File: src/rtl/sfs_pkg.sv
package sfs_pkg;

   typedef enum logic [2:0] {
      ST_OFF   = 3'd0,
      ST_START = 3'd1,
      ST_RUN   = 3'd2,
      ST_STOP  = 3'd3,
      ST_DIS   = 3'd4
   } sfs_state_e;

   typedef enum logic [1:0] {
      OP_HOLD  = 2'd0,
      OP_UP    = 2'd1,
      OP_DOWN  = 2'd2,
      OP_CLEAR = 2'd3
   } sfs_op_e;

   typedef struct packed {
      logic hard;
      logic oc;
      logic peak;
      logic ext;
   } sfs_flags_t;

endpackage

File: src/rtl/sfs_sample.sv
module sfs_sample #(
   parameter int DW     = 10,
   parameter int RW     = 6,
   parameter int UV_ON  = 704,
   parameter int UV_OFF = 576
) (
   input  logic          clk,
   input  logic          rst_n,
   input  logic [DW-1:0] sup_i,
   input  logic [DW-1:0] ref_i,
   input  logic [DW-1:0] cs_i,
   input  logic [DW-1:0] cmd_i,
   input  logic          ext_i,
   input  logic [RW-1:0] rate_i,
   output logic [DW-1:0] ref_q,
   output logic [DW-1:0] cs_q,
   output logic [DW-1:0] cmd_q,
   output logic          ext_q,
   output logic [RW-1:0] rate_q,
   output logic          pwr_ok_q
);
   localparam logic [DW-1:0] ON_C  = DW'(UV_ON);
   localparam logic [DW-1:0] OFF_C = DW'(UV_OFF);

   logic [DW-1:0] sup_q;

   always_ff @(posedge clk or negedge rst_n) begin
      if (!rst_n) begin
         sup_q    <= '0;
         ref_q    <= '0;
         cs_q     <= '0;
         cmd_q    <= '0;
         ext_q    <= 1'b0;
         rate_q   <= '0;
         pwr_ok_q <= 1'b0;
      end else begin
         sup_q  <= sup_i;
         ref_q  <= ref_i;
         cs_q   <= cs_i;
         cmd_q  <= cmd_i;
         ext_q  <= ext_i;
         rate_q <= rate_i;
         if (pwr_ok_q)
            pwr_ok_q <= !(sup_q < OFF_C);
         else
            pwr_ok_q <= (sup_q > ON_C);
      end
   end
endmodule

File: src/rtl/sfs_classify.sv
module sfs_classify
   import sfs_pkg::*;
#(
   parameter int DW      = 10,
   parameter int REF_MIN = 512,
   parameter int CS_PEAK = 800,
   parameter int CS_OC   = 1000
) (
   input  logic          pwr_ok,
   input  logic [DW-1:0] ref_q,
   input  logic [DW-1:0] cs_q,
   input  logic          ext_q,
   output sfs_flags_t    flags
);
   localparam logic [DW-1:0] REF_C  = DW'(REF_MIN);
   localparam logic [DW-1:0] PEAK_C = DW'(CS_PEAK);
   localparam logic [DW-1:0] OC_C   = DW'(CS_OC);

   always_comb begin
      flags.hard = !pwr_ok || (ref_q < REF_C);
      flags.oc   = (cs_q >= OC_C);
      flags.peak = (cs_q > PEAK_C);
      flags.ext  = ext_q;
   end
endmodule

File: src/rtl/sfs_ramp.sv
module sfs_ramp
   import sfs_pkg::*;
#(
   parameter int DW        = 10,
   parameter int RW        = 6,
   parameter int FAST_MULT = 10
) (
   input  logic          clk,
   input  logic          rst_n,
   input  sfs_op_e       op,
   input  logic [RW-1:0] rate,
   output logic [DW-1:0] level
);
   localparam int SW = RW + $clog2(FAST_MULT + 1);
   localparam int AW = ((DW > SW) ? DW : SW) + 1;
   localparam logic [AW-1:0] FULL_A = AW'((1 << DW) - 1);

   logic [AW-1:0] lvl_a, up_sum, fast_step;
   logic [DW-1:0] nxt;

   always_comb begin
      lvl_a     = AW'(level);
      up_sum    = lvl_a + AW'(rate);
      fast_step = AW'(rate) * AW'(FAST_MULT);
      unique case (op)
         OP_UP:    nxt = (up_sum > FULL_A) ? FULL_A[DW-1:0] : up_sum[DW-1:0];
         OP_DOWN:  nxt = (fast_step > lvl_a) ? '0 : DW'(lvl_a - fast_step);
         OP_CLEAR: nxt = '0;
         default:  nxt = level;
      endcase
   end

   always_ff @(posedge clk or negedge rst_n) begin
      if (!rst_n) level <= '0;
      else        level <= nxt;
   end
endmodule

File: src/rtl/sfs_ctrl.sv
module sfs_ctrl
   import sfs_pkg::*;
#(
   parameter int DW     = 10,
   parameter int SS_LOW = 102
) (
   input  logic          clk,
   input  logic          rst_n,
   input  sfs_flags_t    flags,
   input  logic [DW-1:0] level,
   output sfs_state_e    st,
   output sfs_op_e       op
);
   localparam logic [DW-1:0] FULL_C = '1;
   localparam logic [DW-1:0] LOW_C  = DW'(SS_LOW);

   sfs_state_e nxt;

   always_comb begin
      nxt = st;
      op  = OP_HOLD;
      if (flags.hard) begin
         nxt = ST_OFF;
         op  = OP_CLEAR;
      end else begin
         unique case (st)
            ST_OFF: begin
               op  = OP_CLEAR;
               nxt = flags.ext ? ST_DIS : ST_START;
            end
            ST_START: begin
               if (flags.oc) begin
                  nxt = ST_STOP;
                  op  = OP_DOWN;
               end else if (flags.ext) begin
                  nxt = ST_DIS;
                  op  = OP_CLEAR;
               end else begin
                  op = OP_UP;
                  if (level == FULL_C) nxt = ST_RUN;
               end
            end
            ST_RUN: begin
               if (flags.oc) begin
                  nxt = ST_STOP;
                  op  = OP_DOWN;
               end else if (flags.ext) begin
                  nxt = ST_DIS;
                  op  = OP_CLEAR;
               end
            end
            ST_STOP: begin
               if (flags.ext) begin
                  nxt = ST_DIS;
                  op  = OP_CLEAR;
               end else if (level < LOW_C) begin
                  nxt = ST_START;
                  op  = OP_CLEAR;
               end else begin
                  op = OP_DOWN;
               end
            end
            ST_DIS: begin
               op = OP_CLEAR;
               if (!flags.ext) nxt = ST_START;
            end
            default: begin
               nxt = ST_OFF;
               op  = OP_CLEAR;
            end
         endcase
      end
   end

   always_ff @(posedge clk or negedge rst_n) begin
      if (!rst_n) st <= ST_OFF;
      else        st <= nxt;
   end
endmodule

File: src/rtl/softstart_fault_seq.sv
module softstart_fault_seq
   import sfs_pkg::*;
#(
   parameter int DW        = 10,
   parameter int RW        = 6,
   parameter int UV_ON     = 704,
   parameter int UV_OFF    = 576,
   parameter int REF_MIN   = 512,
   parameter int CS_PEAK   = 800,
   parameter int CS_OC     = 1000,
   parameter int SS_LOW    = 102,
   parameter int FAST_MULT = 10,
   parameter bit GATE_PEAK = 1'b1
) (
   input  logic          clk,
   input  logic          rst_n,
   input  logic [DW-1:0] supply_code,
   input  logic [DW-1:0] ref_code,
   input  logic [DW-1:0] cs_code,
   input  logic          ext_off,
   input  logic [RW-1:0] step_rate,
   input  logic [DW-1:0] pwm_cmd,
   output logic [DW-1:0] ss_level,
   output logic [DW-1:0] pwm_lim,
   output logic          out_en,
   output logic          cyc_term,
   output logic [2:0]    state
);
   localparam int FULL = (1 << DW) - 1;
   localparam logic [DW-1:0] LOW_C = DW'(SS_LOW);

   generate
      if (DW < 4 || DW > 24) begin : g_bad_dw
         $error("DW out of range");
      end
      if (UV_OFF >= UV_ON || UV_ON > FULL) begin : g_bad_uv
         $error("supply thresholds invalid");
      end
      if (CS_PEAK >= CS_OC || CS_OC > FULL) begin : g_bad_cs
         $error("current thresholds invalid");
      end
      if (SS_LOW < 1 || SS_LOW > FULL || REF_MIN > FULL) begin : g_bad_lvl
         $error("level thresholds invalid");
      end
      if (FAST_MULT < 1) begin : g_bad_mult
         $error("fast multiplier must be positive");
      end
   endgenerate

   logic [DW-1:0] ref_q, cs_q, cmd_q;
   logic          ext_q, pwr_ok_q;
   logic [RW-1:0] rate_q;
   sfs_flags_t    flags;
   sfs_state_e    st;
   sfs_op_e       op;

   sfs_sample #(.DW(DW), .RW(RW), .UV_ON(UV_ON), .UV_OFF(UV_OFF)) u_sample (
      .clk      (clk),
      .rst_n    (rst_n),
      .sup_i    (supply_code),
      .ref_i    (ref_code),
      .cs_i     (cs_code),
      .cmd_i    (pwm_cmd),
      .ext_i    (ext_off),
      .rate_i   (step_rate),
      .ref_q    (ref_q),
      .cs_q     (cs_q),
      .cmd_q    (cmd_q),
      .ext_q    (ext_q),
      .rate_q   (rate_q),
      .pwr_ok_q (pwr_ok_q)
   );

   sfs_classify #(.DW(DW), .REF_MIN(REF_MIN), .CS_PEAK(CS_PEAK), .CS_OC(CS_OC)) u_class (
      .pwr_ok (pwr_ok_q),
      .ref_q  (ref_q),
      .cs_q   (cs_q),
      .ext_q  (ext_q),
      .flags  (flags)
   );

   sfs_ctrl #(.DW(DW), .SS_LOW(SS_LOW)) u_ctrl (
      .clk   (clk),
      .rst_n (rst_n),
      .flags (flags),
      .level (ss_level),
      .st    (st),
      .op    (op)
   );

   sfs_ramp #(.DW(DW), .RW(RW), .FAST_MULT(FAST_MULT)) u_ramp (
      .clk   (clk),
      .rst_n (rst_n),
      .op    (op),
      .rate  (rate_q),
      .level (ss_level)
   );

   always_comb begin
      state   = st;
      out_en  = ((st == ST_START) || (st == ST_RUN)) && (ss_level >= LOW_C);
      pwm_lim = (cmd_q < ss_level) ? cmd_q : ss_level;
   end

   generate
      if (GATE_PEAK) begin : g_peak_gated
         assign cyc_term = flags.peak && out_en;
      end else begin : g_peak_raw
         assign cyc_term = flags.peak;
      end
   endgenerate
endmodule

File: config.mk
export PLATFORM = sky130hd
export DESIGN_NAME = softstart_fault_seq
export DESIGN_NICKNAME = d
export VERILOG_FILES = /design/src/rtl/sfs_pkg.sv /design/src/rtl/sfs_sample.sv /design/src/rtl/sfs_classify.sv /design/src/rtl/sfs_ramp.sv /design/src/rtl/sfs_ctrl.sv /design/src/rtl/softstart_fault_seq.sv
export SDC_FILE = /design/constraint.sdc
export NUM_CORES = 1
export LEC_CHECK = 0
export CORE_ASPECT_RATIO = 0.8
export CORE_MARGIN = 2
export CORE_UTILIZATION = 40
export DETAILED_ROUTE_END_ITERATION = 10
export PLACE_DENSITY = 0.65
export SYNTH_ARGS = -nofsm -noshare
export SYNTH_HDL_FRONTEND = slang
export SYNTH_HIERARCHICAL = 1
export SYNTH_SLANG_ARGS = --single-unit
File: constraint.sdc
create_clock -name clk -period 3.95 [get_ports clk]
set_clock_uncertainty 0.2 [all_clocks]
set_input_delay 0.79 -clock clk [delete_from_list [all_inputs] [get_ports clk]]
set_output_delay 0.79 -clock clk [all_outputs]
set_load 0.02 [all_outputs]
==> results, run 1 <==
- The flow ran to the end, and the final reports show no timing, DRC or antenna violations.
- The synthesized netlist occupies a cell area of 0.00321 mm2.
- In this run the horizontal extent of the chip is 104 um.
- Derived from the worst setup path, the maximum achievable clock frequency is 271 MHz.
- The number of hold violations in the final report is 0.
- The total of endpoints with negative setup slack in the final report is 0.
- The buffer and inverter count on the worst path is 3.
- STA classifies the critical path startpoint as a flip-flop.
- The overall global routing resource usage is 18.4%.
- The slowest stage of the critical path belongs to the cell sky130_fd_sc_hd__clkdlybuf4s50_1.
- The number of H-tree levels is 2.
- The setup path with the least slack is of type reg2out.
- The number of antenna violations at the first check in global routing is 0.
- The actual transition at the worst max-transition pin is 0.804 ns.
- The most critical setup path has its startpoint at u_ramp/level[3].
- Once the clock tree was built, the setup fixing pass inserted 0 buffers.
- After routing the design area is 0.00417 mm2.
- The class of the tightest hold or removal check is reg2reg.
- The global placement routability congestion is 0.825.
- For the finished layout, the period the worst path requires is 3.69 ns.
- Cells with a size suffix above 1 make up 11.9% of the layout.
- Net switching is 24.7% of the power.
- The final period utilization is 93.3%.
- Using the TritonRoute via totals, the vias-per-cell ratio works out to 5.27.
- The repair_antennas step left the layout with diodes totalling 0.
- The root buffer cell chosen for the clock tree is sky130_fd_sc_hd__clkbuf_8.
- On the worst path, the slowest cell contributes a delay of 0.54 ns.
- The required arrival time at the worst endpoint is 2.96 ns.
- The largest fanout on the critical path is 10.
- The total detailed-routing wirelength is 7.68 mm.
- The later pin in the worst-skew pair is clocked with a latency of 0.30 ns.
- The analysis attributes to net switching a power of 0.284 mW.
- The first global-routing pass estimated 13.1 mm of wire.
- Summed over all cells, the static leakage comes to 1.80 nW.
- The worst-case IR drop observed on VDD is 0.154 mV.
- Entering global routing, the biggest net connects 30 pins.
- The mean instance size in the synthesized netlist is 10.4 um2.
- For this design the ratio of total power to cell area is 276 mW/mm2.
- The residual antenna-violating net count after detailed routing is 0.
- Including well taps, the total number of placed cells is 487.
- The height of the die is 84.2 um.
- The critical path data arrival time is 2.70 ns.
- The CTS buffer count is 5.
- Cell internal power was estimated by the tool at 0.868 mW.
- The max-slew violation count is 0.
- The area of the die is 0.00877 mm2.
- The number of gates resized after CTS was 0.
- Dividing the detail-routed wire length by the instance count gives 15.5 um.
- Across the run, the number of max-cap violations was 0.
- For this run, the post-layout net count is 470.
- Cells fill 53.0% of the core in the end.
- The share of total power in combinational logic is 18.0%.
- The sink count of the clock tree is 52.
- The startpoint of the lowest-slack hold path is u_sample/sup_q[9].
- During I/O placement, the number of pins put on the boundary was 74.
- Input and output buffers added on the ports amount to 64.
- Summing all placed instances gives a cell area of 0.00405 mm2.
- Setup repair after global routing left no endpoint under its margin.
- Summed over all nets, the half-perimeter wirelength after detailed placement is 5.98 mm.
- Setup total negative slack on the finished layout was measured at 0 ns.
- The total overflow left after global routing is 0.
- Across all hold checks on the routed design, the worst slack comes to 0.276 ns.
- The proportion of power drawn by the clock network is 32.6%.
- The sequential group share of total power is 49.5%.
- TritonCTS built the clock tree.
- The area added between synthesis and finish is 29.8%.
- The violation count after the first detailed-routing iteration is 126.
- In this run the critical register-to-register path is launched from u_sample/rate_q[1].
- The count of vias placed by the detailed router is 2610.
- The worst relative slew slack is 45.8%.
- The first-pass iteration count of the detailed router is 4.
- The finished layout holds 495 standard cells, fillers aside.
- The number of hold buffers added after CTS was 0.
- The DRC violations left is 0.
- The initial utilization of the core area, before any placement, comes to 40.8%.
- The number of nets in the synthesized netlist is 392.
- Traced cell by cell, the critical path runs through inv_1 -> ha_1 -> a21o_1 -> a21oi_1 -> nor3b_1 -> nor4_4 -> buf_4 -> mux2_2 -> clkdlybuf4s50_1.
- The clock-pin slew on the worst setup and hold paths is 0.09 ns.
- The floorplan has 29 rows.
- The maximum buffer depth of the clock tree is 2.
- The via count of the first global-routing pass was 2732.
- The number of warnings printed during yosys synthesis is 6.
- The post-synthesis cell count is 308.
- The sort of element at the end of the critical path is a primary output.
- Among cell families on the critical path, the largest total delay comes from buffers and inverters.
- The core region area is 0.00787 mm2.
-- registers in the layout, summed over array words and instances (netlist names), 3 cells and up --
signal           count
u_ramp/level        10
u_sample/cmd_q      10
u_sample/cs_q       10
u_sample/sup_q      10
u_sample/rate_q      6
u_ctrl/st            3
-- power by group through the flow --
stage	Combinational, mW	Sequential, mW	Clock, mW
2_1_floorplan	0.120	0.575	0
3_3_place_gp	0.203	0.580	0
3_5_place_dp	0.207	0.580	0
4_1_cts	0.209	0.570	0.390
5_1_grt	0.231	0.573	0.419
6_report	0.207	0.570	0.376
-- final cells by class --
cell class | instances | area (um2)
sequential | 52 | 1300
timing repair buffer | 76 | 726
fill | 725 | 3700
multi-input combinational | 224 | 1790
clock buffer | 6 | 82.6
clock inverter | 2 | 38.8
inverter | 27 | 101
tap | 108 | 135
-- worst register-to-register path: cells and delay by family (launching register included) --
kind,cells,cell delay (ns)
adders and majority gates,4,1.22
AOI/OAI and AO/OA,6,1.13
DFF,1,0.44
xor gates and xnor gates,1,0.15
buffers and inverters,2,0.13
and+or+nand+nor,1,0.09
-- metrics by stage --
step | total power, mW | setup slack [ns]
after global placement | 0.783 | 0.614
after detailed placement | 0.788 | 0.564
after CTS | 1.17 | 0.259
after floorplan | 0.696 | 0.726
after global routing | 1.22 | 0.0973
final | 1.15 | 0.264
-- layer usage --
layer | routed length, um | vias to the layer above | share of wire [%] | global-route usage, %
met3 | 442 | 5 | 5.8 | 3.96
met5 | 0 | - | 0 | 0
li1 | - | 1294 | - | -
met2 | 3310 | 79 | 43 | 29.7
met1 | 3900 | 1232 | 51 | 26.2
met4 | 31 | 0 | 0.40 | 3.07
-- path summary, 6_finish.rpt --
check	end	slack, ns	cells after the start
min	u_sample/pwr_ok_q	0.28	1
max reg2reg	u_ramp/level[2]	0.54	14
min in group asynchronous	u_sample/cs_q[1]	0.30	1
max	pwm_lim[2]	0.26	9
min reg2reg	u_sample/pwr_ok_q	0.28	1
max in group asynchronous	u_ramp/level[3]	2.50	2
-- placed cells by master, fill, tap and decap left out, drive strengths merged, types with 6 or more instances in the layout --
master	count
clkdlybuf4s50	63
dfrtp	52
ha	32
inv	27
a21oi	27
nor2	18
buf	13
a211oi	11
mux2	10
nor3	9
xnor2	9
o21ai	9
nand2	8
a21o	7
nand3	7
clkbuf	6
or4	6
Power figures use the tool's default switching activity.
==> run 2, diff against run 1 <==
--- a/config.mk
+++ b/config.mk
@@ -6,7 +6,6 @@
 export NUM_CORES = 1
 export LEC_CHECK = 0
 export CORE_ASPECT_RATIO = 0.8
-export CORE_MARGIN = 2
 export CORE_UTILIZATION = 40
 export DETAILED_ROUTE_END_ITERATION = 10
 export PLACE_DENSITY = 0.65
==> run 2 against run 1 <==
Against the previous run: register-to-register slack about the same; via count grew 0.80%; maximum frequency shrank 0.36%; non-clock buffer count is 1 higher; total power shrank 6.3%; clock-buffer cell count down 1; clock power shrank 20%; global-route usage increased by 2.3 points; largest cell class unchanged; highest routed layer unchanged.
==> results, run 2 (synthesis results as in run 1) <==
- The global placement routability congestion came to 0.833 (was 0.825).
- The final HPWL from detailed placement is 6.09 mm (was 5.98 mm).
- The total of endpoints with negative setup slack in the final report is 0 (unchanged).
- The number of post-CTS setup repair buffers came to 0 (unchanged).
- The net switching power of the design is 0.294 mW (was 0.284 mW).
- The first-pass GRT wire length came to 13.2 mm (was 13.1 mm).
- The maximum cell stage delay along the critical path is 0.55 ns (was 0.54 ns).
- The instance area after placement is 0.00405 mm2 (about the same).
- The overall global routing resource usage is 20.7% (was 18.4%).
- The reg-to-reg critical path startpoint is u_sample/rate_q[1] (unchanged).
- The fraction of power spent switching nets is 27.2% (was 24.7%).
- The internal power consumption came to 0.786 mW (was 0.868 mW).
- The violation count after the first detailed-routing iteration was 153 (was 126).
- The sort of element at the end of the critical path is a primary output (unchanged).
- Cell breakdown of the critical path: inv_1 -> ha_1 -> a211oi_1 -> nor2_1 -> nor4_4 -> buf_4 -> mux2_2 -> clkdlybuf4s50_1 (was inv_1 -> ha_1 -> a21o_1 -> a21oi_1 -> nor3b_1 -> nor4_4 -> buf_4 -> mux2_2 -> clkdlybuf4s50_1).
- The sequential group share of total power came to 52.7% (was 49.5%).
- The worst-skew pair later-pin latency is 0.31 ns (was 0.30 ns).
- The slowest cell on the critical path is sky130_fd_sc_hd__clkdlybuf4s50_1 (unchanged).
- The core utilization of the finished layout came to 54.4% (was 53.0%).
- The die outline width is 102 um (was 104 um).
- The sink count of the clock tree is 52 (unchanged).
- The area taken by flip-flops and latches is 0.00130 mm2 (unchanged).
- The standby leakage power is 1.78 nW (was 1.80 nW).
- The share of post-route cells with drive strength above 1 was 11.9% (unchanged).
- The buffer and inverter count on the worst path is 3 (unchanged).
- The count of maximum capacitance violations is 0 (unchanged).
- The final-layout worst hold slack is 0.274 ns (was 0.276 ns).
- Run status: finished clean (unchanged).
- The number of antenna violations at the first check in global routing is 0 (unchanged).
- The number of hold violations in the final report came to 0 (unchanged).
- The count of hold-fix buffers inserted at cts was 0 (unchanged).
- The DRC violations left came to 0 (unchanged).
- The maximum buffer depth of the clock tree is 2 (unchanged).
- The largest fanout on the critical path is 5 (was 10).
- The capture point of the worst reg-to-reg path is u_ramp/level[3] (was u_ramp/level[2]).
- The clock-pin slew on the worst setup and hold paths is 0.10 ns (was 0.09 ns).
- The number of H-tree levels is 2 (unchanged).
- The residual antenna-violating net count after detailed routing is 0 (unchanged).
- The total overflow reported by the global router was 0 (unchanged).
- Commonest cells after routing, fill and taps aside: sky130_fd_sc_hd__clkdlybuf4s50_1, sky130_fd_sc_hd__dfrtp_1, sky130_fd_sc_hd__ha_1, sky130_fd_sc_hd__inv_1, sky130_fd_sc_hd__a21oi_1 (unchanged).
- The maximum vdd ir drop was 0.137 mV (was 0.154 mV).
- The cell area after layout came to 0.00414 mm2 (was 0.00417 mm2).
- The buffer cell driving the clock tree root is sky130_fd_sc_hd__clkbuf_8 (unchanged).
- The net count of the finished layout came to 471 (was 470).
- The area added between synthesis and finish is 28.8% (was 29.8%).
- The instance count after placement with tap cells included is 485 (was 487).
- The clock period minus final worst setup slack is 3.70 ns (was 3.69 ns).
- The proportion of power drawn by the clock network is 27.7% (was 32.6%).
- The via density per instance came to 5.35 (was 5.27).
- The depth of the worst register-to-register path is 14 (unchanged).
- The detail-routed net length per standard cell is 16.0 um (was 15.5 um).
- The gate family responsible for the most delay along the worst path is buffers and inverters (unchanged).
- The port buffer count was 64 (unchanged).
- The post-layout instance count excluding filler cells is 492 (was 495).
- The type of the setup path with the least slack is reg2out (unchanged).
- The maximum number of pins on one net before global-route repair came to 29 (was 30).
- The total negative slack for setup checks was 0 ns (unchanged).
- The worst relative slew slack came to 45.5% (was 45.8%).
- The share of total power in combinational logic is 19.6% (was 18.0%).
- The startpoint kind of the worst setup timing path is a flip-flop (unchanged).
- The total of fill cells in the finished design is 695 (was 725).
- The class of the tightest hold or removal check is in2async (was reg2reg).
- The fmax is 270 MHz (was 271 MHz).
- The count of antenna diodes in the layout is 0 (unchanged).
- The slack of the worst reg-to-reg path is 0.53 ns (was 0.54 ns).
- The CTS tree is yes (unchanged).
- The max-slew violation count is 0 (unchanged).
- The CTS buffer count is 5 (unchanged).
- The area occupied by multi-input gates came to 0.00179 mm2 (unchanged).
- Setup repair after global routing missed its margin: no (unchanged).
- The final period utilization is 93.7% (was 93.3%).
- The required arrival time at the worst endpoint came to 2.96 ns (about the same).
- The core region area came to 0.00760 mm2 (was 0.00787 mm2).
- The total detailed-routing wirelength was 7.88 mm (was 7.68 mm).
- The number of primary I/O pins is 74 (unchanged).
- The total power density per cell area came to 261 mW/mm2 (was 276 mW/mm2).
- The initial core utilization is 42.3% (was 40.8%).
- The most common cell after layout, fill and taps aside is sky130_fd_sc_hd__clkdlybuf4s50_1 (unchanged).
- The height of the die was 82.2 um (was 84.2 um).
- The first-pass iteration count of the detailed router came to 4 (unchanged).
- The post-cts repair resize count came to 0 (unchanged).
- The count of vias placed by the detailed router was 2631 (was 2610).
- The area of the die is 0.00840 mm2 (was 0.00877 mm2).
- The cell count along the critical path is 8 (was 9).
- The row count is 28 (was 29).
- The via count of the first global-routing pass is 2582 (was 2732).
- The critical path data arrival time came to 2.71 ns (was 2.70 ns).
- The actual transition at the worst max-transition pin is 0.809 ns (was 0.804 ns).
run 2: cell types whose count changed in the layout (fill, tap and decap cells not counted):
cell,before,now
sky130_fd_sc_hd__buf_4,12,13
sky130_fd_sc_hd__bufinv_16,1,0
sky130_fd_sc_hd__clkbuf_8,6,5
sky130_fd_sc_hd__clkinv_4,1,0
sky130_fd_sc_hd__clkinvlp_4,0,1
sky130_fd_sc_hd__inv_6,0,1
run 2: metrics by stage:
stage	power, mW	setup WS (ns)
2_1_floorplan	0.696	0.726
3_3_place_gp	0.785	0.570
3_5_place_dp	0.790	0.556
4_1_cts	1.09	0.243
5_1_grt	1.14	0.106
6_report	1.08	0.251
run 2: metal layers:
metal	vias to the layer above	track usage [%]	wire, um
met5	-	0	0
met2	75	31.9	3380
li1	1298	-	-
met1	1248	30.8	4090
met3	10	2.69	331
met4	0	5.00	81
run 2: how the worst max path moves through the flow:
stage / from / to / slack [ns]
3_5_place_dp: u_sample/rate_q[1] / u_ramp/level[7] / 0.56
5_1_grt: u_ramp/level[7] / pwm_lim[5] / 0.11
2_1_floorplan: u_ramp/level[7] / pwm_lim[0] / 0.73
3_3_place_gp: u_sample/rate_q[2] / u_ramp/level[5] / 0.57
6_report: u_ramp/level[7] / pwm_lim[5] / 0.25
4_1_cts: u_ramp/level[7] / pwm_lim[7] / 0.24
run 2: layout make-up:
cell class	count	share of cell area, %
clock inverter	2	0.393
inverter	27	2.45
tap	105	3.18
clock buffer	5	1.66
timing repair buffer	77	17.7
multi-input combinational	224	43.2
sequential	52	31.4
run 2: worst register-to-register path, cell delays in order (launching register included):
cell and delay [ns]:
sky130_fd_sc_hd__dfrtp_1 0.45, sky130_fd_sc_hd__ha_1 0.32, sky130_fd_sc_hd__ha_1 0.17, sky130_fd_sc_hd__inv_1 0.06, sky130_fd_sc_hd__fa_1 0.40, sky130_fd_sc_hd__inv_1 0.07
sky130_fd_sc_hd__a21o_1 0.11, sky130_fd_sc_hd__a21oi_1 0.07, sky130_fd_sc_hd__xor2_1 0.15, sky130_fd_sc_hd__ha_1 0.38, sky130_fd_sc_hd__nand3_1 0.10, sky130_fd_sc_hd__o2bb2ai_1 0.27
sky130_fd_sc_hd__o31ai_4 0.12, sky130_fd_sc_hd__a211oi_1 0.33, sky130_fd_sc_hd__o22a_1 0.18
run 2: power groups by stage:
stage / Sequential [mW] / Combinational, mW / Clock (mW)
final: 0.569 / 0.212 / 0.299
after global placement: 0.579 / 0.206 / 0
after detailed placement: 0.580 / 0.210 / 0
after global routing: 0.573 / 0.233 / 0.335
after CTS: 0.569 / 0.212 / 0.309
after floorplan: 0.575 / 0.120 / 0
==> run 3, diff against run 2 <==
--- a/config.mk
+++ b/config.mk
@@ -7,6 +7,7 @@
 export LEC_CHECK = 0
 export CORE_ASPECT_RATIO = 0.8
 export CORE_UTILIZATION = 40
+export CTS_CLUSTER_DIAMETER = 40
 export DETAILED_ROUTE_END_ITERATION = 10
 export PLACE_DENSITY = 0.65
 export SYNTH_ARGS = -nofsm -noshare
==> results of run 3 <==
Final layout, timing and power as in run 2 (identical DEF).
